[src/rtl/pgb_pkg.sv]
package pgb_pkg;
  localparam int BYTE_W = 8;

  // decoded, mutually consistent write-side events for one cycle
  typedef struct packed {
    logic inval;
    logic start;
    logic fail;
    logic arm;
    logic ld_addr;
    logic ld_dat;
  } ctl_t;
endpackage

[src/rtl/pgb_powerup.sv]
module pgb_powerup #(
  parameter int RD_HOLD_CYC = 200000,
  parameter int WR_HOLD_CYC = 500000
) (
  input  logic clk,
  input  logic rst,
  output logic rd_ok,
  output logic wr_ok
);
  localparam int CW = $clog2(WR_HOLD_CYC + 1);

  logic [CW-1:0] cnt;

  always_ff @(posedge clk) begin
    if (rst) begin
      cnt   <= '0;
      rd_ok <= 1'b0;
      wr_ok <= 1'b0;
    end else begin
      if (cnt != CW'(WR_HOLD_CYC)) cnt <= cnt + 1'b1;
      if (cnt == CW'(RD_HOLD_CYC - 1)) rd_ok <= 1'b1;
      if (cnt == CW'(WR_HOLD_CYC - 1)) wr_ok <= 1'b1;
    end
  end
endmodule

[src/rtl/pgb_timer.sv]
module pgb_timer #(
  parameter int BUSY_CYC   = 500000,
  parameter int PAGE_BYTES = 32,
  localparam int OW = $clog2(PAGE_BYTES)
) (
  input  logic          clk,
  input  logic          rst,
  input  logic          start,
  output logic          ready,
  output logic          scan_en,
  output logic [OW-1:0] scan_idx,
  output logic          finish
);
  localparam int CW = $clog2(BUSY_CYC + 1);

  logic [CW-1:0] cnt;

  // the busy counter doubles as the page scan index
  assign finish   = !ready && (cnt == CW'(BUSY_CYC - 1));
  assign scan_en  = !ready && (cnt < CW'(PAGE_BYTES));
  assign scan_idx = cnt[OW-1:0];

  always_ff @(posedge clk) begin
    if (rst) begin
      ready <= 1'b1;
      cnt   <= '0;
    end else if (ready) begin
      if (start) begin
        ready <= 1'b0;
        cnt   <= '0;
      end
    end else if (finish) begin
      ready <= 1'b1;
      cnt   <= '0;
    end else begin
      cnt <= cnt + 1'b1;
    end
  end
endmodule

[src/rtl/pgb_page_ram.sv]
module pgb_page_ram
  import pgb_pkg::*;
#(
  parameter int PAGE_BYTES = 32,
  parameter int ADDR_W     = 14,
  localparam int OW = $clog2(PAGE_BYTES),
  localparam int PW = ADDR_W - OW
) (
  input  logic              clk,
  input  logic              rst,
  input  ctl_t              ctl,
  input  logic [ADDR_W-1:0] addr_in,
  input  logic [BYTE_W-1:0] dat_in,
  input  logic              scan_en,
  input  logic [OW-1:0]     scan_idx,
  input  logic              finish,
  output logic              have_addr,
  output logic              any_vld,
  output logic [PW-1:0]     page_q,
  output logic [BYTE_W-1:0] rd_byte,
  output logic              rd_we,
  output logic [OW-1:0]     rd_off
);
  logic [BYTE_W-1:0]     ram [PAGE_BYTES];
  logic [PAGE_BYTES-1:0] vld;
  logic [OW-1:0]         ptr;

  assign any_vld = |vld;

  // single write port, registered read: maps onto a block RAM
  always_ff @(posedge clk) begin
    if (ctl.ld_dat) ram[ptr] <= dat_in;
    rd_byte <= ram[scan_idx];
  end

  always_ff @(posedge clk) begin
    if (rst) begin
      ptr       <= '0;
      page_q    <= '0;
      have_addr <= 1'b0;
    end else if (ctl.ld_addr) begin
      ptr       <= addr_in[OW-1:0];
      page_q    <= addr_in[ADDR_W-1:OW];
      have_addr <= 1'b1;
    end else if (ctl.ld_dat) begin
      ptr <= ptr + 1'b1;
    end
  end

  always_ff @(posedge clk) begin
    if (rst) begin
      vld <= '0;
    end else if (ctl.inval || ctl.fail || finish || ctl.ld_addr) begin
      vld <= '0;
    end else if (ctl.ld_dat) begin
      vld[ptr] <= 1'b1;
    end
  end

  always_ff @(posedge clk) begin
    if (rst) begin
      rd_we  <= 1'b0;
      rd_off <= '0;
    end else begin
      rd_we  <= scan_en && vld[scan_idx];
      rd_off <= scan_idx;
    end
  end
endmodule

[src/rtl/pgb_wel.sv]
module pgb_wel (
  input  logic clk,
  input  logic rst,
  input  logic unlock,
  input  logic arm,
  input  logic clr,
  output logic wel
);
  always_ff @(posedge clk) begin
    if (rst || !unlock || clr) wel <= 1'b0;
    else if (arm)              wel <= 1'b1;
  end
endmodule

[src/rtl/pgbuf_commit.sv]
module pgbuf_commit
  import pgb_pkg::*;
#(
  parameter int PAGE_BYTES  = 32,
  parameter int ADDR_W      = 14,
  parameter int BUSY_CYC    = 500000,
  parameter int RD_HOLD_CYC = 200000,
  parameter int WR_HOLD_CYC = 500000
) (
  input  logic              clk,
  input  logic              rst,
  input  logic              wr_unlock,
  input  logic              arm_req,
  input  logic              addr_vld,
  input  logic [ADDR_W-1:0] addr_in,
  input  logic              dat_vld,
  input  logic [7:0]        dat_in,
  input  logic              commit_req,
  input  logic              bad_wr,
  output logic              ready_o,
  output logic              wel_o,
  output logic              rd_ok_o,
  output logic              wr_ok_o,
  output logic              mem_we_o,
  output logic [ADDR_W-1:0] mem_addr_o,
  output logic [7:0]        mem_wdata_o
);
  localparam int OW = $clog2(PAGE_BYTES);
  localparam int PW = ADDR_W - OW;

  ctl_t          ctl;
  logic          acc, cmt, ok, have_addr, any_vld;
  logic          scan_en, finish;
  logic [OW-1:0] scan_idx, rd_off;
  logic [PW-1:0] page_q;

  pgb_powerup #(.RD_HOLD_CYC(RD_HOLD_CYC), .WR_HOLD_CYC(WR_HOLD_CYC)) u_pwr (
    .clk(clk), .rst(rst), .rd_ok(rd_ok_o), .wr_ok(wr_ok_o)
  );

  // write-side event decode: one winner per cycle
  always_comb begin
    acc         = wr_ok_o && ready_o;
    ctl.inval   = acc && (bad_wr || (dat_vld && !have_addr));
    cmt         = acc && commit_req && !ctl.inval;
    ok          = wel_o && wr_unlock && have_addr && any_vld;
    ctl.start   = cmt && ok;
    ctl.fail    = cmt && !ok;
    ctl.arm     = acc && arm_req && wr_unlock && !ctl.inval && !cmt;
    ctl.ld_addr = acc && addr_vld && !ctl.inval && !cmt;
    ctl.ld_dat  = acc && dat_vld && have_addr && !ctl.inval && !cmt && !addr_vld;
  end

  pgb_wel u_wel (
    .clk(clk), .rst(rst), .unlock(wr_unlock), .arm(ctl.arm),
    .clr(ctl.inval || ctl.fail || finish), .wel(wel_o)
  );

  pgb_timer #(.BUSY_CYC(BUSY_CYC), .PAGE_BYTES(PAGE_BYTES)) u_tmr (
    .clk(clk), .rst(rst), .start(ctl.start), .ready(ready_o),
    .scan_en(scan_en), .scan_idx(scan_idx), .finish(finish)
  );

  pgb_page_ram #(.PAGE_BYTES(PAGE_BYTES), .ADDR_W(ADDR_W)) u_ram (
    .clk(clk), .rst(rst), .ctl(ctl), .addr_in(addr_in), .dat_in(dat_in),
    .scan_en(scan_en), .scan_idx(scan_idx), .finish(finish),
    .have_addr(have_addr), .any_vld(any_vld), .page_q(page_q),
    .rd_byte(mem_wdata_o), .rd_we(mem_we_o), .rd_off(rd_off)
  );

  assign mem_addr_o = {page_q, rd_off};
endmodule

[config.mk]
export PLATFORM = sky130hd
export DESIGN_NAME = pgbuf_commit
export DESIGN_NICKNAME = d
export VERILOG_FILES = /design/src/rtl/pgb_pkg.sv /design/src/rtl/pgb_powerup.sv /design/src/rtl/pgb_timer.sv /design/src/rtl/pgb_page_ram.sv /design/src/rtl/pgb_wel.sv /design/src/rtl/pgbuf_commit.sv
export SDC_FILE = /design/constraint.sdc
export NUM_CORES = 1
export LEC_CHECK = 0
export BUFFER_PORTS_ARGS = -buffer_cell sky130_fd_sc_hd__buf_2
export CAP_MARGIN = 15
export CELL_PAD_IN_SITES_DETAIL_PLACEMENT = 2
export CELL_PAD_IN_SITES_GLOBAL_PLACEMENT = 2
export CORE_MARGIN = 4
export CORE_UTILIZATION = 38
export CTS_BUF_LIST = sky130_fd_sc_hd__clkbuf_8
export CTS_CLUSTER_DIAMETER = 120
export DETAILED_ROUTE_END_ITERATION = 10
export PLACE_DENSITY = 0.71
export RECOVER_POWER = 25
export SETUP_SLACK_MARGIN = 0.15
export SKIP_CTS_REPAIR_TIMING = 1
export SLEW_MARGIN = 20
export SYNTH_ARGS = -nofsm -noshare
export SYNTH_HDL_FRONTEND = slang
export SYNTH_HIERARCHICAL = 1
export SYNTH_SLANG_ARGS = --single-unit
[constraint.sdc]
create_clock -name clk -period 5.9 [get_ports clk]
set_clock_uncertainty 0.15 [all_clocks]
set_input_delay 0.295 -clock clk [delete_from_list [all_inputs] [get_ports clk]]
set_output_delay 0.295 -clock clk [all_outputs]
set_load 0.01 [all_outputs]
# --- Yosys cells after proc, flatten, opt, wreduce, memory -nomap -nowiden ---
# Memories as Yosys holds them, arrays and structs flattened. A register that Yosys moved wholly into a read port is not among the register bits.
# Cells that the tools add are included.
word_totals:
  regBits: 95
  latchBits: 0
  ram_bits: 256
  rom_bits: 0
  input_bits: 30
  mem_count: 1
mem_list:
  columns: ["name", "words", "word_bits", "read_ports", "rd_clocked_by_memory_dff", "write_ports", "line_no", "text"]
  rows:
  - ["u_ram.ram", 32, 8, 1, 1, 1, "pgb_page_ram.sv:24", "logic [BYTE_W-1:0] ram [PAGE_BYTES];"]
op_classes:
  n_addsub: 3
  n_mul: 0
  div_mod_pow: 0
  order_cmp: 4
  eq_ne: 5
  shift: 0
  n_mux: 14
  bitwise_logic: 1
  n_reduce_logical: 42
op_table:
  columns: ["operator", "count"]
  rows:
  - ["19-bit two-way mux", 3]
  - ["19-bit by 1-bit adder with 19-bit output, second input constant", 2]
  - ["19-bit equality test, second input constant", 2]
  - ["32-bit OR", 1]
  - ["32-bit OR reduction", 1]
  - ["1-bit logical AND", 26]
  - ["19-bit by 18-bit equality test with 1-bit output, second input constant", 1]
  - ["19-bit by 6-bit < comparator with 1-bit output, second input constant", 1]
  - ["19-bit inequality test, second input constant", 1]
  - ["5-bit by 6-bit < comparator with 1-bit output, second input constant", 2]
  - ["5-bit two-way mux", 2]
  - ["1-bit logical NOT", 7]
  - ["1-bit two-way mux", 7]
  - ["1-bit logical OR", 6]
  - ["5-bit by 1-bit adder with 5-bit output, second input constant", 1]
  - ["1-bit binary-select mux with 5-bit select", 1]
  - ["1-bit demux with 5-bit select", 1]
  - ["5-bit by 1-bit greater-or-equal comparator with 1-bit output, second input constant", 1]
  - ["2-bit by 1-bit inequality test with 1-bit output, second input constant", 1]
  - ["2-bit nonzero test", 1]
  - ["2-bit OR reduction", 1]

# --- Depth between registers and ports, before layout ---
# Gate-level depths: netlist of the first run.
logic_depth:
  ltp_word: 11
  mapped_depth: 9
  mapped_depth_nobuf: 9

# --- Cells and area by module ---
# The synthesis of the first run kept the hierarchy.
by_module_without_submodules:
  columns: ["module", "n_inst", "cells_per_inst", "area_each_um2"]
  rows:
  - ["pgb_page_ram", 1, 605, 12097.9]
  - ["pgb_timer", 1, 142, 1123.6]
  - ["pgb_powerup", 1, 114, 994.7]
  - ["pgbuf_commit", 1, 13, 92.6]
  - ["pgb_wel", 1, 3, 38.8]

# --- Least setup slack after synthesis of the first run ---
# OpenSTA, ideal clock, no wires.
synth_timing:
  path_type: "reg2reg"
  startpoint: "register u_tmr.ready"
  endpoint: "memory u_ram.ram[11][0], enable pin"
  arrival_time_ps: 1934
  t_required_ps: 5376
  setup_slack_ps: 3442
  path_stages_with_launch: 7
  path_buffers: 1
  period_less_slack_ps: 2458
  cell_sequence: "dfxtp_1 > nand2_1 > nor4_1 > and4b_1 > clkbuf_1 > nand2_1 > nor2_1"
synth_rtl:
  columns: ["item", "line_no", "text"]
  rows:
  - ["start, declared", "pgb_timer.sv:9", "output logic ready,"]
  - ["start signal, assigned", "pgb_timer.sv:25", "ready <= 1'b1;"]
  - ["start signal, assigned", "pgb_timer.sv:29", "ready <= 1'b0;"]
  - ["start signal, assigned", "pgb_timer.sv:33", "ready <= 1'b1;"]
  - ["end, declared", "pgb_page_ram.sv:24", null]

==> run metrics, run 1 <==
DR WL/cell=~26 um; CP endpoint kind=flop; detailed placement HPWL=between 20 and 25 mm; number of synthesized register bits=around 360; Worst EP required=around 6 ns; status=finished with violations; final net count=1012; Post-synth EDFFs=between 200 and 300; Syn-to-layout area delta=14.5%; DR vias/cell=around 5.5; f_max=~0.27 GHz; Max-cap violations=5; failing checks=max-capacitance violations, max-slew violations; Worst-Margin Slew=between 1.5 and 2 ns; H-tree depth=2; proportion of layout cells with a drive suffix above 1=0.257; Fin. Hold Viols=0; Mapped Area=14300 sq um; die area=40900 sq um; clock slew at reported path FFs=0.06 ns; Die X=~200 um; RR Endpoint=u_ram/ram[31][4]$_DFFE_PP_; min cycle time layout=around 3.6 ns; Post-Syn Instances=just under 900; Worst VDD drop=153 uV; # IOs=57; worst hold path stage count=1; total power=approximately 4.9 mW; Synth cell types=56; Detail Route Antenna Nets=0; Pleak=roughly 5.3 nW; Die Ht=between 200 and 250 um; Synth area leaders=edfxtp_1 54%, dfxtp_1 14%, mux4_2 13%, nor2_1 2.1%, o21a_1 1.7%; Tcrit/Tclk final=0.619; Avg Cell Area, Syn=16.4 sq um; register area share after synthesis=0.680; Max-Slew Margin vs Limit=-0.0462; # port buffers=between 50 and 60; Crit Path Category=flop to flop; Hold Path End=u_ram/ram[11][5]$_DFFE_PP_; share of the synthesized area in the top cell type=0.536; Final setup viols=0; CP Launch Type=flop; Pre-antenna DRT Iters=5; Vias=roughly 8400; initial core utilization=0.388; Core Rows=70; CTS Buf Count=60; TritonCTS clock tree=built; final cell utilization of the core=0.445; GR Overflow Total=0; count of final max-slew check failures=132; hold crit path type=primary input to flop; # DRC=0; first-pass GRT wire length=roughly 60 mm; Overall Global Routing Usage=0.193; vias in the first global route=9303; unrepaired setup endpoints after global routing=false; area of the core=between 30000 and 40000 sq um; largest area contributor in the netlist=edfxtp_1; clk sinks=between 300 and 400; commonest cells in the netlist=256 x edfxtp_1, 103 x dfxtp_1, 85 x mux4_2, 82 x nor2_1, 33 x nand2_1; Routed WL=39.3 mm; clock root buffer=clkbuf_8; Register-to-Register Path Depth=5; R2R setup slack=about 2.3 ns; initial DRC count=560; routability congestion estimate=approximately 0.74; syn_nets=914; CTS max path bufs=3; PD cells=slightly below 300 nW/um^2; Main synth FF type=edfxtp_1; dominant cell by count in the synthesized netlist=edfxtp_1; Finished Cell Area=16400 sq um; clock latency on the worst-skew pair=about 0.66 ns; CP Max Fanout=17; diode count=0; pin count of the biggest net entering global routing=57; reg2reg start=u_tmr/ready$_SDFF_PP1_; antenna violations before repair=0; Ys Warns=6; critical path arrival=3.75 ns; hold path startpoint=dat_in[5]; final setup TNS=0 ns; placed cell area=~15000 sq um; share of synthesized registers carrying an async set or reset=0
==> routing by layer <==
layer / global-route usage / wire length, um / up-vias
li1: - / - / 3659
met1: 0.258 / 16600 / 4437
met2: 0.324 / 19900 / 246
met3: 0.0412 / 2090 / 50
met4: 0.0495 / 663 / 0
met5: 0 / 0 / -
==> cell type report <==
class / instances / area [sq um]
tap: 504 / 631
inverter: 11 / 41.3
fill: 3601 / 20500
clock inverter: 43 / 198
clock buffer: 70 / 963
multi-input combinational: 464 / 4360
sequential: 359 / 9760
timing repair buffer: 79 / 484
==> sequential cells by signal, summed over array words and instances (netlist names) <==
signal / flops
u_ram/rd_we: 1
u_ram/ram: 256
u_tmr/ready: 1
u_ram/rd_byte: 8
u_ram/rd_off: 5
u_ram/have_addr: 1
u_pwr/rd_ok: 1
u_pwr/cnt: 19
u_ram/ptr: 5
u_wel/wel: 1
u_ram/vld: 32
u_pwr/wr_ok: 1
u_ram/page_q: 9
u_tmr/cnt: 19
==> how the worst max path moves through the flow <==
stage / end / start / cells past startpoint / slack, ns
6_report: u_ram/ram[31][4]$_DFFE_PP_ / u_tmr/ready$_SDFF_PP1_ / 5 / 2.25
5_1_grt: u_ram/ram[3][6]$_DFFE_PP_ / u_tmr/ready$_SDFF_PP1_ / 5 / 1.96
4_1_cts: u_ram/ram[19][6]$_DFFE_PP_ / u_tmr/ready$_SDFF_PP1_ / 5 / 2.10
3_5_place_dp: u_ram/ram[19][4]$_DFFE_PP_ / u_tmr/ready$_SDFF_PP1_ / 5 / 2.10
3_3_place_gp: u_ram/ram[17][0]$_DFFE_PP_ / u_tmr/ready$_SDFF_PP1_ / 5 / 2.42
2_1_floorplan: u_ram/ram[11][0]$_DFFE_PP_ / u_tmr/ready$_SDFF_PP1_ / 6 / 3.44
==> per-stage QoR <==
| stage | hold WS (ns) | setup slack [ns] | instances |
|---|---|---|---|
| 3_3_place_gp | 0.321 | 2.42 | 1401 |
| 2_1_floorplan | 0.216 | 3.44 | 877 |
| 6_report | 0.0785 | 2.25 | 1530 |
| 4_1_cts | -0.302 | 2.10 | 1514 |
| 3_5_place_dp | 0.334 | 2.10 | 1401 |
| 5_1_grt | 0.0811 | 1.96 | 1530 |
==> placed cells by master, fill, tap and decap left out, types with 18 or more instances in the layout <==
cell / synthesis / routed
buf_2: 5 / 49
clkbuf_8: 0 / 70
dfxtp_1: 103 / 101
edfxtp_1: 256 / 256
inv_1: 10 / 32
mux2i_1: 20 / 20
mux4_2: 85 / 85
nand2_1: 33 / 33
nor2_1: 82 / 70
nor4_1: 18 / 18
o21a_1: 32 / 32
o21ai_0: 20 / 20
==> kinds of logic (layout without fill, tap and decap cells) <==
group           Yosys count  after routing  synth area share
flops                   359            359             0.680
simple gates            233            233            0.0872
mux                     115            115             0.155
compound gates           90             90            0.0415
buf+inv                  54            203            0.0188
xor+xnor                 19             19            0.0116
fa+ha+maj                 7              7           0.00610
==> worst max-delay path, stage by stage, from the launching register on <==
cell     delay [ns]
dfxtp_1        0.64
nand2_1        0.16
nor4_1         0.39
and4b_1        0.49
nand2_1        0.39
nor2_1         1.02
==> power by group <==
part           total (mW)  switching (mW)  internal (mW)
clock network        2.13            1.04           1.09
registers            2.70         0.00279           2.70
logic              0.0672          0.0488         0.0185
Note: power is estimated with default switching activity, not from simulation.
==> run 2, diff against run 1 <==
clock period = 3.81 ns   (was 5.9 ns; I/O delays follow)
==> run 2 against run 1 <==
Sequential power grew 55%. Wire length grew 2.8%. First-iteration DRC count grew 5.7%. Die area is the same. The run still ends with max-capacitance violations, max-slew violations left. Via count grew 3.3%. Maximum frequency grew 26%. Setup slack lost 1.3 ns. Combinational power grew 65%. Register-to-register slack lost 1.3 ns.
==> run metrics, run 2 (synthesized netlist as in run 1, its figures left out) <==
status=finished with violations; failing checks=max-capacitance violations, max-slew violations; count of final max-slew check failures=66 (-50%); f_max=0.344 GHz (+26%); Worst-Margin Slew=1.67 ns (+0.0977 ns); critical path arrival=3.31 ns (-0.44 ns); CTS max path bufs=3 (unchanged); # IOs=57 (unchanged); Largest Register=u_ram/ram; routability congestion estimate=0.757 (+2.7%); Die X=202 um (unchanged); clock slew at reported path FFs=0.06 ns (about the same); Crit Path Category=flop to flop; DR vias/cell=5.46 (-0.45%); highest metal used=met4; Finished Cell Area=17000 sq um (+3.7%); slowest CP cell=dfxtp_4; Hold Path End=u_tmr/cnt[1]$_SDFFE_PP0P_; die area=40900 sq um (unchanged); final cell utilization of the core=0.461 (+0.0164); Hold WS=0.0218 ns (-0.0567 ns); met3 routed WL=1.87 mm (-11%); Top delay family on crit path=simple AND/OR/NAND/NOR gates; clock root buffer=clkbuf_8; Worst path max stage delay=0.62 ns (-0.40 ns); CP Max Fanout=21 (+4); CP endpoint kind=flop; first-pass GRT wire length=60.9 mm (+1.1%); Overall Global Routing Usage=0.197 (+0.00383); Register-to-Register Path Depth=8 (+3); most frequent cells in the layout=256 x edfxtp_1, 101 x dfxtp_1, 85 x mux4_2, 81 x nor2_1, 71 x clkbuf_8; diode count=0 (unchanged); WL met1=17.9 mm (+7.6%); pin count of the biggest net entering global routing=80 (+40%); initial DRC count=592 (+5.7%); Core Rows=70 (unchanged); clock latency on the worst-skew pair=0.67 ns (about the same); Final setup viols=0 (unchanged); Max-cap violations=3 (-2); Largest regs=u_ram/ram: 256 flops, u_ram/vld: 32 flops; Pleak=5.63 nW (+6.7%); antenna violations before repair=0 (unchanged); Detail Route Antenna Nets=0 (unchanged); CTS Buf Count=60 (unchanged); WL met2=19.7 mm (-1.0%); WP buf/inv=1 (+1); DR WL/cell=25.5 um (-0.94%); R2R setup slack=0.90 ns (-1.35 ns); worst hold path stage count=5 (+4); clk sinks=359 (unchanged); # DRC=0 (unchanged); critical path cell sequence=ha_1, and3_1, nand3_2, or3_1, nor2_1, a311o_1, nor4b_2, dlygate4sd3_1; Pre-antenna DRT Iters=5 (unchanged); GR Overflow Total=0 (unchanged); TritonCTS clock tree=built; placed cell area=15400 sq um (+1.9%); Syn-to-layout area delta=18.8%; H-tree depth=2 (unchanged); unrepaired setup endpoints after global routing=false; RR Endpoint=u_wel/wel$_SDFFE_PP0P_; Worst VDD drop=223 uV (+46%); PD cells=464 nW/um^2 (+56%); min cycle time layout=2.91 ns (-0.745 ns); Die Ht=202 um (unchanged); Routed WL=40.4 mm (+2.8%); fill count=3579 (-0.61%); vias in the first global route=9341 (+0.41%); most common cell after layout, fill and taps aside=edfxtp_1; hold path startpoint=commit_req; final setup TNS=0 ns (unchanged); Vias=8671 (+3.3%); Tcrit/Tclk final=0.762 (+0.144); Max-Slew Margin vs Limit=-0.111 (-0.0651); initial core utilization=0.388 (unchanged); detailed placement HPWL=24.6 mm (-1.3%); reg2reg start=u_tmr/cnt[0]$_SDFFE_PP0P_; final net count=1069 (+5.6%); hold crit path type=primary input to flop; Worst EP required=4.22 ns (-1.78 ns); CP Launch Type=flop; area of the core=37000 sq um (unchanged); # port buffers=56 (unchanged); proportion of layout cells with a drive suffix above 1=0.275 (+0.0176); Fin. Hold Viols=0 (unchanged); max reg flops=256 (unchanged)
run 2: through the flow:
| stage | cells | setup WS (ns) | power [mW] |
|---|---|---|---|
| CTS | 1550 | 0.908 | 8.00 |
| detailed placement | 1436 | 0.919 | 4.36 |
| global route | 1588 | 0.661 | 8.23 |
| global placement | 1436 | 0.986 | 4.35 |
| finish | 1588 | 0.905 | 7.90 |
| floorplan | 877 | 1.35 | 4.29 |
run 2: cell type report:
class	count	area [sq um]	area share
flip-flops and latches	359	9760	0.573
inverters	11	41.3	0.00242
repair buffers	136	992	0.0582
multi-input cells	464	4330	0.254
clock inverters	43	310	0.0182
clock buffers	71	977	0.0574
well taps	504	631	0.0370
run 2: tightest hold or removal path, delay by kind of cell:
| kind | cells | cell delay [ns] |
|---|---|---|
| AOI/OAI and AO/OA | 1 | 0.13 |
| and+or+nand+nor | 3 | 0.33 |
| buffers and inverters | 1 | 0.10 |
run 2: where the power goes:
group          total [mW]  switching, mW  internal, mW
combinational       0.111         0.0763        0.0347
sequential           4.18        0.00407          4.18
clock                3.60           1.62          1.98
total                7.90           1.70          6.20
run 2: worst max-delay path by stage:
stage,start,cells after the start,end,slack (ns)
2_1_floorplan,u_tmr/ready$_SDFF_PP1_,6,u_ram/ram[11][0]$_DFFE_PP_,1.35
3_3_place_gp,dat_vld,7,u_ram/ram[6][4]$_DFFE_PP_,0.99
3_5_place_dp,dat_vld,7,u_ram/ram[6][4]$_DFFE_PP_,0.92
4_1_cts,u_ram/have_addr$_SDFFE_PP0P_,6,u_ram/ram[6][4]$_DFFE_PP_,0.91
5_1_grt,u_ram/have_addr$_SDFFE_PP0P_,8,u_ram/ptr[2]$_SDFFE_PP0P_,0.66
6_report,u_tmr/cnt[0]$_SDFFE_PP0P_,8,u_wel/wel$_SDFFE_PP0P_,0.90
run 2: layer usage:
metal  GRT usage  vias to the layer above
met5           0                        -
met3      0.0396                       61
met4      0.0570                        0
li1            -                     3766
met2       0.321                      228
met1       0.270                     4616
